### config.mk
export PLATFORM = sky130hd
export DESIGN_NAME = wrap_addr_gen
export DESIGN_NICKNAME = d
export VERILOG_FILES = /design/src/rtl/agu_pkg.sv /design/src/rtl/agu_ctrl.sv /design/src/rtl/agu_bitrev.sv /design/src/rtl/agu_datapath.sv /design/src/rtl/wrap_addr_gen.sv
export SDC_FILE = /design/constraint.sdc
export NUM_CORES = 1
export LEC_CHECK = 0
export BUFFER_PORTS_ARGS = -buffer_cell sky130_fd_sc_hd__buf_4
export CAP_MARGIN = 20
export CORE_MARGIN = 4
export CORE_UTILIZATION = 35
export DETAILED_ROUTE_END_ITERATION = 12
export HOLD_SLACK_MARGIN = 0.03
export SLEW_MARGIN = 0
export SYNTH_ARGS = -nofsm -noshare
export SYNTH_HDL_FRONTEND = slang
export SYNTH_SLANG_ARGS = --single-unit
### constraint.sdc
create_clock -name clk -period 9.5 [get_ports clk]
set_clock_uncertainty 0.15 [all_clocks]
set_input_delay 1.9 -clock clk [delete_from_list [all_inputs] [get_ports clk]]
set_output_delay 1.9 -clock clk [all_outputs]
set_load 0.005 [all_outputs]
### src/rtl/agu_pkg.sv
package agu_pkg;

  typedef enum logic [1:0] {
    MODE_LIN  = 2'd0,
    MODE_CIRC = 2'd1,
    MODE_REV  = 2'd2,
    MODE_SPARE = 2'd3
  } agu_mode_e;

  typedef enum logic [1:0] {
    SEL_INDEX = 2'd0,
    SEL_STEP  = 2'd1,
    SEL_BASE  = 2'd2,
    SEL_LEN   = 2'd3
  } agu_sel_e;

  // strobes from control to datapath
  typedef struct packed {
    logic ldIndex;
    logic ldStep;
    logic ldBase;
    logic ldLen;
    logic advance;
    logic capture;
    logic useCirc;
    logic useRev;
  } agu_ctrl_t;

endpackage

### src/rtl/agu_ctrl.sv
module agu_ctrl
  import agu_pkg::*;
(
  input  logic       clk,
  input  logic       rst_n,
  input  logic       wrEn,
  input  logic [1:0] wrSel,
  input  logic [1:0] mode,
  input  logic       access,
  output agu_ctrl_t  ctrl
);

  agu_sel_e  selDec;
  agu_mode_e modeDec;

  assign selDec  = agu_sel_e'(wrSel);
  assign modeDec = agu_mode_e'(mode);

  always_comb begin
    ctrl = '0;
    if (wrEn) begin
      unique case (selDec)
        SEL_INDEX: ctrl.ldIndex = 1'b1;
        SEL_STEP:  ctrl.ldStep  = 1'b1;
        SEL_BASE:  ctrl.ldBase  = 1'b1;
        SEL_LEN:   ctrl.ldLen   = 1'b1;
        default:   ;
      endcase
    end
    ctrl.advance = access;
    ctrl.capture = access;
    // spare encoding falls through to linear arithmetic
    ctrl.useCirc = (modeDec == MODE_CIRC);
    ctrl.useRev  = (modeDec == MODE_REV);
  end

  AST_ONE_LOAD: assert property (@(posedge clk) disable iff (!rst_n)
    $onehot0({ctrl.ldIndex, ctrl.ldStep, ctrl.ldBase, ctrl.ldLen}))
    else $error("more than one register load strobe");

  AST_MODE_EXCL: assert property (@(posedge clk) disable iff (!rst_n)
    (mode == 2'd3) |-> (!ctrl.useCirc && !ctrl.useRev))
    else $error("spare mode selected a non-linear path");

endmodule

### src/rtl/agu_bitrev.sv
module agu_bitrev #(
  parameter int AW = 16,
  parameter int NW = $clog2(AW + 1)
) (
  input  logic [AW-1:0] idx,
  input  logic [NW-1:0] revBits,
  output logic [AW-1:0] revAddr
);

  logic [AW-1:0] mirFull;
  logic [NW-1:0] nEff;
  logic [NW-1:0] shAmt;
  logic [AW-1:0] mask;
  logic [AW-1:0] mirLow;

  // full-width mirror of the index
  for (genvar b = 0; b < AW; b++) begin : g_mirror
    assign mirFull[b] = idx[AW-1-b];
  end

  // clamp the requested count into 1..AW
  always_comb begin
    if (revBits == '0)
      nEff = NW'(1);
    else if (revBits > NW'(AW))
      nEff = NW'(AW);
    else
      nEff = revBits;
  end

  assign shAmt   = NW'(AW) - nEff;
  assign mirLow  = mirFull >> shAmt;
  assign mask    = {AW{1'b1}} >> shAmt;
  assign revAddr = (idx & ~mask) | (mirLow & mask);

endmodule

### src/rtl/agu_datapath.sv
module agu_datapath
  import agu_pkg::*;
#(
  parameter int AW = 16,
  parameter int NW = $clog2(AW + 1)
) (
  input  logic          clk,
  input  logic          rst_n,
  input  agu_ctrl_t     ctrl,
  input  logic [AW-1:0] wrData,
  input  logic [NW-1:0] revBits,
  output logic [AW-1:0] addr,
  output logic          addrValid
);

  localparam int EW = AW + 2;

  logic [AW-1:0] idxQ, stepQ, baseQ, lenQ;
  logic [AW-1:0] idxNext, linNext, circNext, revAddr, addrNext, addrQ;
  logic          validQ;

  logic signed [EW-1:0] sumExt, limExt, baseExt, lenExt, wrapExt;

  // linear post-modify, wraps at the register width
  assign linNext = idxQ + stepQ;

  // circular post-modify in a widened signed space
  assign sumExt  = signed'({2'b00, idxQ}) + signed'({{2{stepQ[AW-1]}}, stepQ});
  assign baseExt = signed'({2'b00, baseQ});
  assign lenExt  = signed'({2'b00, lenQ});
  assign limExt  = baseExt + lenExt;

  always_comb begin
    if (sumExt >= limExt)
      wrapExt = sumExt - lenExt;
    else if (sumExt < baseExt)
      wrapExt = sumExt + lenExt;
    else
      wrapExt = sumExt;
  end
  assign circNext = wrapExt[AW-1:0];

  agu_bitrev #(.AW(AW), .NW(NW)) u_bitrev (
    .idx     (idxQ),
    .revBits (revBits),
    .revAddr (revAddr)
  );

  always_comb begin
    idxNext = idxQ;
    if (ctrl.ldIndex)
      idxNext = wrData;
    else if (ctrl.advance)
      idxNext = ctrl.useCirc ? circNext : linNext;
  end

  assign addrNext = ctrl.useRev ? revAddr : idxQ;

  always_ff @(posedge clk or negedge rst_n) begin
    if (!rst_n) begin
      idxQ   <= '0;
      stepQ  <= '0;
      baseQ  <= '0;
      lenQ   <= '0;
      addrQ  <= '0;
      validQ <= 1'b0;
    end else begin
      idxQ   <= idxNext;
      if (ctrl.ldStep) stepQ <= wrData;
      if (ctrl.ldBase) baseQ <= wrData;
      if (ctrl.ldLen)  lenQ  <= wrData;
      if (ctrl.capture) addrQ <= addrNext;
      validQ <= ctrl.capture;
    end
  end

  assign addr      = addrQ;
  assign addrValid = validQ;

  // window membership and step bound, for the wrap check
  logic inWin, stepFits;
  logic [AW-1:0] stepMag;
  assign inWin    = ({1'b0, idxQ} >= {1'b0, baseQ}) &&
                    ({1'b0, idxQ} <  ({1'b0, baseQ} + {1'b0, lenQ}));
  assign stepMag  = stepQ[AW-1] ? (~stepQ + 1'b1) : stepQ;
  assign stepFits = stepMag < lenQ;

  AST_WRITE_WINS: assert property (@(posedge clk) disable iff (!rst_n)
    ctrl.ldIndex |=> (idxQ == $past(wrData)))
    else $error("index write lost to access update");

  AST_CIRC_STAYS: assert property (@(posedge clk) disable iff (!rst_n)
    (ctrl.advance && ctrl.useCirc && !ctrl.ldIndex && !ctrl.ldBase &&
     !ctrl.ldLen && inWin && stepFits) |=> inWin)
    else $error("circular index left its window");

  AST_ADDR_HOLD: assert property (@(posedge clk) disable iff (!rst_n)
    !ctrl.capture |=> $stable(addrQ))
    else $error("address moved without an access");

  AST_IDLE_INDEX: assert property (@(posedge clk) disable iff (!rst_n)
    (!ctrl.advance && !ctrl.ldIndex) |=> $stable(idxQ))
    else $error("index moved without access or write");

endmodule

### src/rtl/wrap_addr_gen.sv
module wrap_addr_gen
  import agu_pkg::*;
#(
  parameter int AW = 16,
  parameter int NW = $clog2(AW + 1)
) (
  input  logic          clk,
  input  logic          rst_n,
  input  logic          wrEn,
  input  logic [1:0]    wrSel,
  input  logic [AW-1:0] wrData,
  input  logic [1:0]    mode,
  input  logic [NW-1:0] revBits,
  input  logic          access,
  output logic [AW-1:0] addr,
  output logic          addrValid
);

  agu_ctrl_t ctrl;

  agu_ctrl u_ctrl (
    .clk    (clk),
    .rst_n  (rst_n),
    .wrEn   (wrEn),
    .wrSel  (wrSel),
    .mode   (mode),
    .access (access),
    .ctrl   (ctrl)
  );

  agu_datapath #(.AW(AW), .NW(NW)) u_dp (
    .clk       (clk),
    .rst_n     (rst_n),
    .ctrl      (ctrl),
    .wrData    (wrData),
    .revBits   (revBits),
    .addr      (addr),
    .addrValid (addrValid)
  );

  AST_VALID_AFTER_ACCESS: assert property (@(posedge clk) disable iff (!rst_n)
    access |=> addrValid)
    else $error("no valid after access");

  AST_NO_VALID_IDLE: assert property (@(posedge clk) disable iff (!rst_n)
    !access |=> !addrValid)
    else $error("valid without access");

endmodule

Yosys cells after proc, flatten, opt, wreduce, memory -nomap -nowiden
Cells that the tools add are included.
{ "word_totals": {"wordCells": 42, "regBits": 81, "out_inout_bits": 17} }
{ "classes": {"n_reduce_logical": 3, "eq_ne": 5, "mux": 13, "n_shift": 2, "add_sub_neg": 6, "n_lt_le_gt_ge": 3, "bitwise": 4} }
{ "op_table": {"columns": ["op", "count"], "rows": [
  ["16-bit two-way mux", 6],
  ["16-bit adder", 2],
  ["16-bit AND", 2],
  ["17-bit by 16-bit adder with 18-bit output", 1],
  ["18-bit greater-or-equal comparator", 1],
  ["18-bit by 17-bit < comparator with 1-bit output", 1],
  ["16-bit by 16-bit adder with 17-bit output", 1],
  ["16-bit NOT", 1],
  ["16-bit OR", 1],
  ["16-bit by 5-bit right shift with 16-bit output", 1],
  ["16-bit by 5-bit right shift with 16-bit output, first input constant", 1],
  ["16-bit subtractor", 1],
  ["5-bit two-way mux", 2],
  ["2-bit equality test, second input constant", 3],
  ["5-bit greater-than comparator, second input constant", 1],
  ["5-bit logical NOT", 1],
  ["5-bit subtractor, first input constant", 1],
  ["2-bit by 1-bit equality test with 1-bit output, second input constant", 2],
  ["1-bit two-way mux", 4],
  ["4-bit two-way mux", 1],
  ["2-bit logical NOT", 1],
  ["2-bit nonzero test", 1]
]} }

Depth between registers and ports, before layout
{ "logic_depth": {"word_depth": 9, "depth_mapped": 26} }

Hierarchy
A second synthesis with hierarchy kept.
{ "unflattened": {"cells_unflattened": 957, "area_unflattened_um2": 8380.5} }
{ "by_module_without_submodules": {"columns": ["module", "cells_per_inst", "instances", "area_each_um2"], "rows": [
  ["agu_datapath", 829, 1, 7317.0],
  ["agu_bitrev", 120, 1, 998.5],
  ["agu_ctrl", 8, 1, 65.1]
]} }

Worst setup path before layout
OpenSTA, ideal clock, no wires.
{ "synth_timing": {"path_type": "input to register", "startpoint": "in revBits[2]", "endpoint": "reg u_dp.addrQ[0], in the netlist u_dp.addr[0]", "setup_slack_ps": 4572, "n_path_buf": 4, "setup_ps": 136, "required_ps": 9214, "arrival_time_ps": 4642, "cell_stages": 13, "cell_sequence": "nor3_1 o21bai_1 buf_1 buf_1 inv_1 ha_1 clkbuf_1 clkbuf_1 o211ai_1 a311oi_1 a211oi_1 a21oi_1 a21oi_1"} }
{ "synth_between": {"elab_chain_len": 9, "word_cells_on_any_way": 12, "cone_classes": "add/sub: 1; order compare: 1; shift: 2; mux: 3; bitwise: 4; reduce/logical: 1"} }
{ "synth_rtl": {"columns": ["element", "line", "source"], "rows": [
  ["start, declared", "wrap_addr_gen.sv:13", "input logic [NW-1:0] revBits,"],
  ["5-bit greater-than comparator", "agu_bitrev.sv:25", "else if (revBits > NW'(AW))"],
  ["5-bit two-way mux", "agu_bitrev.sv:25", null],
  ["5-bit two-way mux *", "agu_bitrev.sv:23", "if (revBits == '0)"],
  ["5-bit subtractor *", "agu_bitrev.sv:31", "assign shAmt = NW'(AW) - nEff;"],
  ["16-bit by 5-bit right shift with 16-bit output", "agu_bitrev.sv:33", "assign mask = {AW{1'b1}} >> shAmt;"],
  ["16-bit NOT", "agu_bitrev.sv:34", "assign revAddr = (idx & ~mask) | (mirLow & mask);"],
  ["16-bit AND", "agu_bitrev.sv:34", null],
  ["16-bit OR *", "agu_bitrev.sv:34", null],
  ["16-bit two-way mux *", "agu_datapath.sv:57", "assign addrNext = ctrl.useRev ? revAddr : idxQ;"],
  ["end signal, assigned", "agu_datapath.sv:72", "if (ctrl.capture) addrQ <= addrNext;"],
  ["end, declared", "agu_datapath.sv:19", "logic [AW-1:0] idxNext, linNext, circNext, revAddr, addrNext, addrQ;"]
]} }
Every way passes the cells marked *; elsewhere a longest branch is shown, timed or not.
A chain may end at the register's enable or synchronous reset.

Final worst setup path
{ "layout_timing": {"startpoint": "reg u_dp.idxQ[0]", "endpoint": "reg u_dp.idxQ[14]"} }
{ "layout_between": {"elab_chain_len": 7, "word_cells_on_any_way": 11, "cone_classes": "add/sub: 4; order compare: 2; mux: 5"} }
{ "layout_rtl": {"columns": ["element", "line", "source"], "rows": [
  ["start, declared", "agu_datapath.sv:18", "logic [AW-1:0] idxQ, stepQ, baseQ, lenQ;"],
  ["start signal, assigned", "agu_datapath.sv:68", "idxQ <= idxNext;"],
  ["17-bit by 16-bit adder with 18-bit output", "agu_datapath.sv:28", "assign sumExt = signed'({2'b00, idxQ}) + signed'({{2{stepQ[AW-1]}}, stepQ});"],
  ["16-bit adder / 18-bit by 17-bit < comparator with 1-bit output (equally long branches)", "agu_datapath.sv:37, agu_datapath.sv:36", null],
  ["16-bit two-way mux", "agu_datapath.sv:36", "else if (sumExt < baseExt)"],
  ["16-bit two-way mux", "agu_datapath.sv:34", "if (sumExt >= limExt)"],
  ["16-bit two-way mux *", "agu_datapath.sv:54", "idxNext = ctrl.useCirc ? circNext : linNext;"],
  ["16-bit two-way mux *", "agu_datapath.sv:53", "else if (ctrl.advance)"],
  ["16-bit two-way mux *", "agu_datapath.sv:51", "if (ctrl.ldIndex)"]
]} }
Every way passes the cells marked *; elsewhere a longest branch is shown, timed or not. The select of a mux whose other input is x is not followed.

==> results.sh <==
export IMPL_worstHoldPathCells=1
export IMPL_overflow=0
export IMPL_dr_total_vias=7131
export IMPL_cts_max_level=3
export IMPL_r2r_slack_ns=3.80
export IMPL_cap_violations=0
export IMPL_status="finished, final reports clean"
export IMPL_finalCritPeriodShare_pct=60.02
export IMPL_rsz0062_at_grt="no"
export IMPL_syn_nets=1026
export IMPL_min_path_type="reg2reg"
export IMPL_max_freq_ghz=0.1754
export IMPL_port_buffers=45
export IMPL_io_pins=46
export IMPL_min_from="u_dp.addr[8]"
export IMPL_final_cells=1219
export IMPL_critPathLaunchType="flip-flop"
export IMPL_synth_edf_count=0
export IMPL_post_drt_wl_per_cell_um=18.69
export IMPL_die_w_um=157.5
export IMPL_clockBufferDepth=2
export IMPL_coreArea_um2=21890
export IMPL_cts_root_buffer_cell="clkbuf_16"
export IMPL_hold_path_end="u_dp.addr[8]"
export IMPL_synth_distinct_cells=76
export IMPL_die_h_um=157.5
export IMPL_synth_area_per_cell_um2=8.694
export IMPL_ys_ff_latch=81
export IMPL_die_area_um2=24810
export IMPL_n_antenna_cell=0
export IMPL_initial_core_util_pct=35.75
export IMPL_drtAntennaViolNets=0
export IMPL_grt_pass1_wl_mm=36.54
export IMPL_hold_violations=0
export IMPL_async_flop_share_pct=100.0
export IMPL_worstPathArrival_ns=5.82
export IMPL_syn_inst=900
export IMPL_grt_antenna_before_repair=0
export IMPL_cts_reportedPaths_clkPinSlew_ns=0.07
export IMPL_final_max_slew_viol_count=0
export IMPL_cts_setup_buffers=0
export IMPL_cts_tree="built"
export IMPL_drt_wl_total_mm=22.78
export IMPL_finalSetupTns_ns=0
export IMPL_r2r_start="u_dp.idxQ[0]"
export IMPL_ys_seq_area_share_pct=25.90
export IMPL_drc=0
export IMPL_dr_first_iter_drc_count=546
export IMPL_vias_per_cell=5.850
export IMPL_drt_pass1_iter_count=5
export IMPL_design_area_um2=8787
export IMPL_synth_warnings=0
export IMPL_crit_start="u_dp.idxQ[0]"
export IMPL_tightest_slew_ns=0.9496
export IMPL_track_usage_pct=18.60
export IMPL_cts_hold_buf=0
export IMPL_insertion_delay_ns=0.36
export IMPL_clock_sinks=81
export IMPL_period_minus_slack_ns=5.702
export IMPL_cp_max_fo=14
export IMPL_setup_viol=0
export IMPL_placedCellCount=1203
export IMPL_end_kind="flip-flop"
export IMPL_placed_cell_area_um2=8448
export IMPL_nets=1060
export IMPL_worstSetupPathType="reg2reg"
export IMPL_relSlewSlack_pct=36.52
export IMPL_grt_pass1_vias=6854
export IMPL_synth_ff_type="dfrtp_1"
export IMPL_reg2reg_depth=21
export IMPL_place_gp_congestion=0.9151
export IMPL_area_growth_pct=12.30
export IMPL_hpwl_mm=17.89
export IMPL_synth_cell_area_um2=7825
export IMPL_grt_max_degree=47
export IMPL_postCtsResizedCells=0
export IMPL_required_ns=9.62
export IMPL_row_count=54
export IMPL_drive_gt1_share_pct=15.12
export IMPL_fillCellCount=2279
export IMPL_cts_buffers_inserted=9
export IMPL_r2r_end="u_dp.idxQ[14]"
per-layer routing:
layer	wire [um]	track usage [%]	share of wire, %	vias up
li1	-	-	-	3409
met1	10930	26.26	48	3480
met2	10250	29.82	45	208
met3	1100	2.365	4.8	34
met4	501	5.531	2.2	0
met5	0	0	0	-
final cells by class:
class	instances	area (um^2)	share of cell area (%)
Multi-Input combinational cell	726	5448	62.00
Sequential cell	81	2027	23.07
Timing Repair Buffer	50	375.4	4.272
Tap cell	280	350.3	3.987
Clock buffer	11	252.7	2.876
Inverter	66	247.7	2.819
Clock inverter	5	86.33	0.9825
worst max-delay path: stages (launching register included):
cell       delay [ns]
dfrtp_1          0.47
ha_1             0.26
fa_1             0.43
a211oi_1         0.27
o21ai_0          0.18
and2_1           0.20
o21a_1           0.17
nor2_1           0.12
xnor2_1          0.32
ha_1             0.38
a2111oi_0        0.36
o21ai_0          0.14
a41oi_1          0.20
o31ai_1          0.15
o2111ai_1        0.22
o2111ai_1        0.12
nand4b_1         0.30
o21ai_2          0.25
nor2_1           0.39
a221o_1          0.24
a221oi_2         0.07
o31ai_2          0.20
synth_stat cells (4+ instances only):
cell type | count | area share, %
a211oi_1 | 11 | 1.1
a21o_1 | 18 | 1.7
a21oi_1 | 79 | 5.1
a221o_1 | 7 | 0.90
a221oi_1 | 6 | 0.67
a22oi_1 | 6 | 0.58
a311oi_1 | 4 | 0.45
a31oi_1 | 12 | 0.96
and2_1 | 4 | 0.32
and3_1 | 9 | 0.72
clkbuf_1 | 22 | 1.1
dfrtp_1 | 81 | 26
fa_1 | 4 | 1.0
ha_1 | 93 | 15
inv_1 | 66 | 3.2
mux2_2 | 50 | 7.2
mux2i_1 | 28 | 3.6
nand2_1 | 57 | 2.7
nand2b_1 | 9 | 0.72
nand3_1 | 13 | 0.83
nor2_1 | 79 | 3.8
nor2b_1 | 5 | 0.40
nor3_1 | 19 | 1.2
nor3b_1 | 4 | 0.38
o2111ai_1 | 4 | 0.45
o211ai_1 | 6 | 0.58
o21a_1 | 12 | 1.2
o21ai_0 | 52 | 3.3
o21ai_1 | 5 | 0.32
o21bai_1 | 11 | 1.1
o221ai_1 | 8 | 0.90
o22ai_1 | 6 | 0.48
o31ai_1 | 12 | 1.2
or3_1 | 5 | 0.40
xnor2_1 | 12 | 1.3
xor2_1 | 13 | 1.5
how the worst max path moves through the flow:
stage                     slack (ns)       endpoint  depth (start not counted)
after detailed placement        3.86  u_dp.idxQ[14]                         21
after global placement          3.95  u_dp.idxQ[14]                         21
final                           3.80  u_dp.idxQ[14]                         21
after floorplan                 4.57   u_dp.addr[0]                         13
after CTS                       3.84  u_dp.idxQ[14]                         21
after global routing            3.31   u_dp.idxQ[9]                         21
stage by stage:
stage	util [%]	setup slack, ns	hold WS (ns)
2_1_floorplan	-	4.572	0.3252
3_3_place_gp	38.59	3.952	0.3191
5_1_grt	40.14	3.309	0.3709
6_report	40.14	3.798	0.3281
4_1_cts	40.14	3.839	0.3351
3_5_place_dp	38.59	3.862	0.3216
placed cells by master (no fill, tap or decap), drive strengths merged, types with 12 or more instances in the layout:
cell / instances
xnor2: 12
o21a: 14
nand2: 57
nor3: 19
a211oi: 12
a21o: 18
dfrtp: 81
buf: 50
a31oi: 12
o21ai: 60
a21oi: 79
o31ai: 14
xor2: 13
nand3: 13
mux2i: 28
nor2: 81
mux2: 50
inv: 67
ha: 93
registers in the layout (all words and copies together), names as in the netlist:
signal and flops:
u_dp.lenQ 16, u_dp.addrValid 1, u_dp.addr 16, u_dp.idxQ 16, u_dp.stepQ 16, u_dp.baseQ 16
cell families (layout without fill, tap and decap cells):
kind of cell | count (synthesis) | in the layout | share of synthesized area [%]
compound gates | 301 | 301 | 26.48
simple gates | 224 | 224 | 13.42
fa+ha+maj | 98 | 98 | 16.04
buf+inv | 93 | 132 | 4.589
flops | 81 | 81 | 25.90
mux | 78 | 78 | 10.78
xor+xnor | 25 | 25 | 2.798
Power is not shown: default switching activity piles up to over one toggle a cycle in this logic, so the estimate is an artifact.
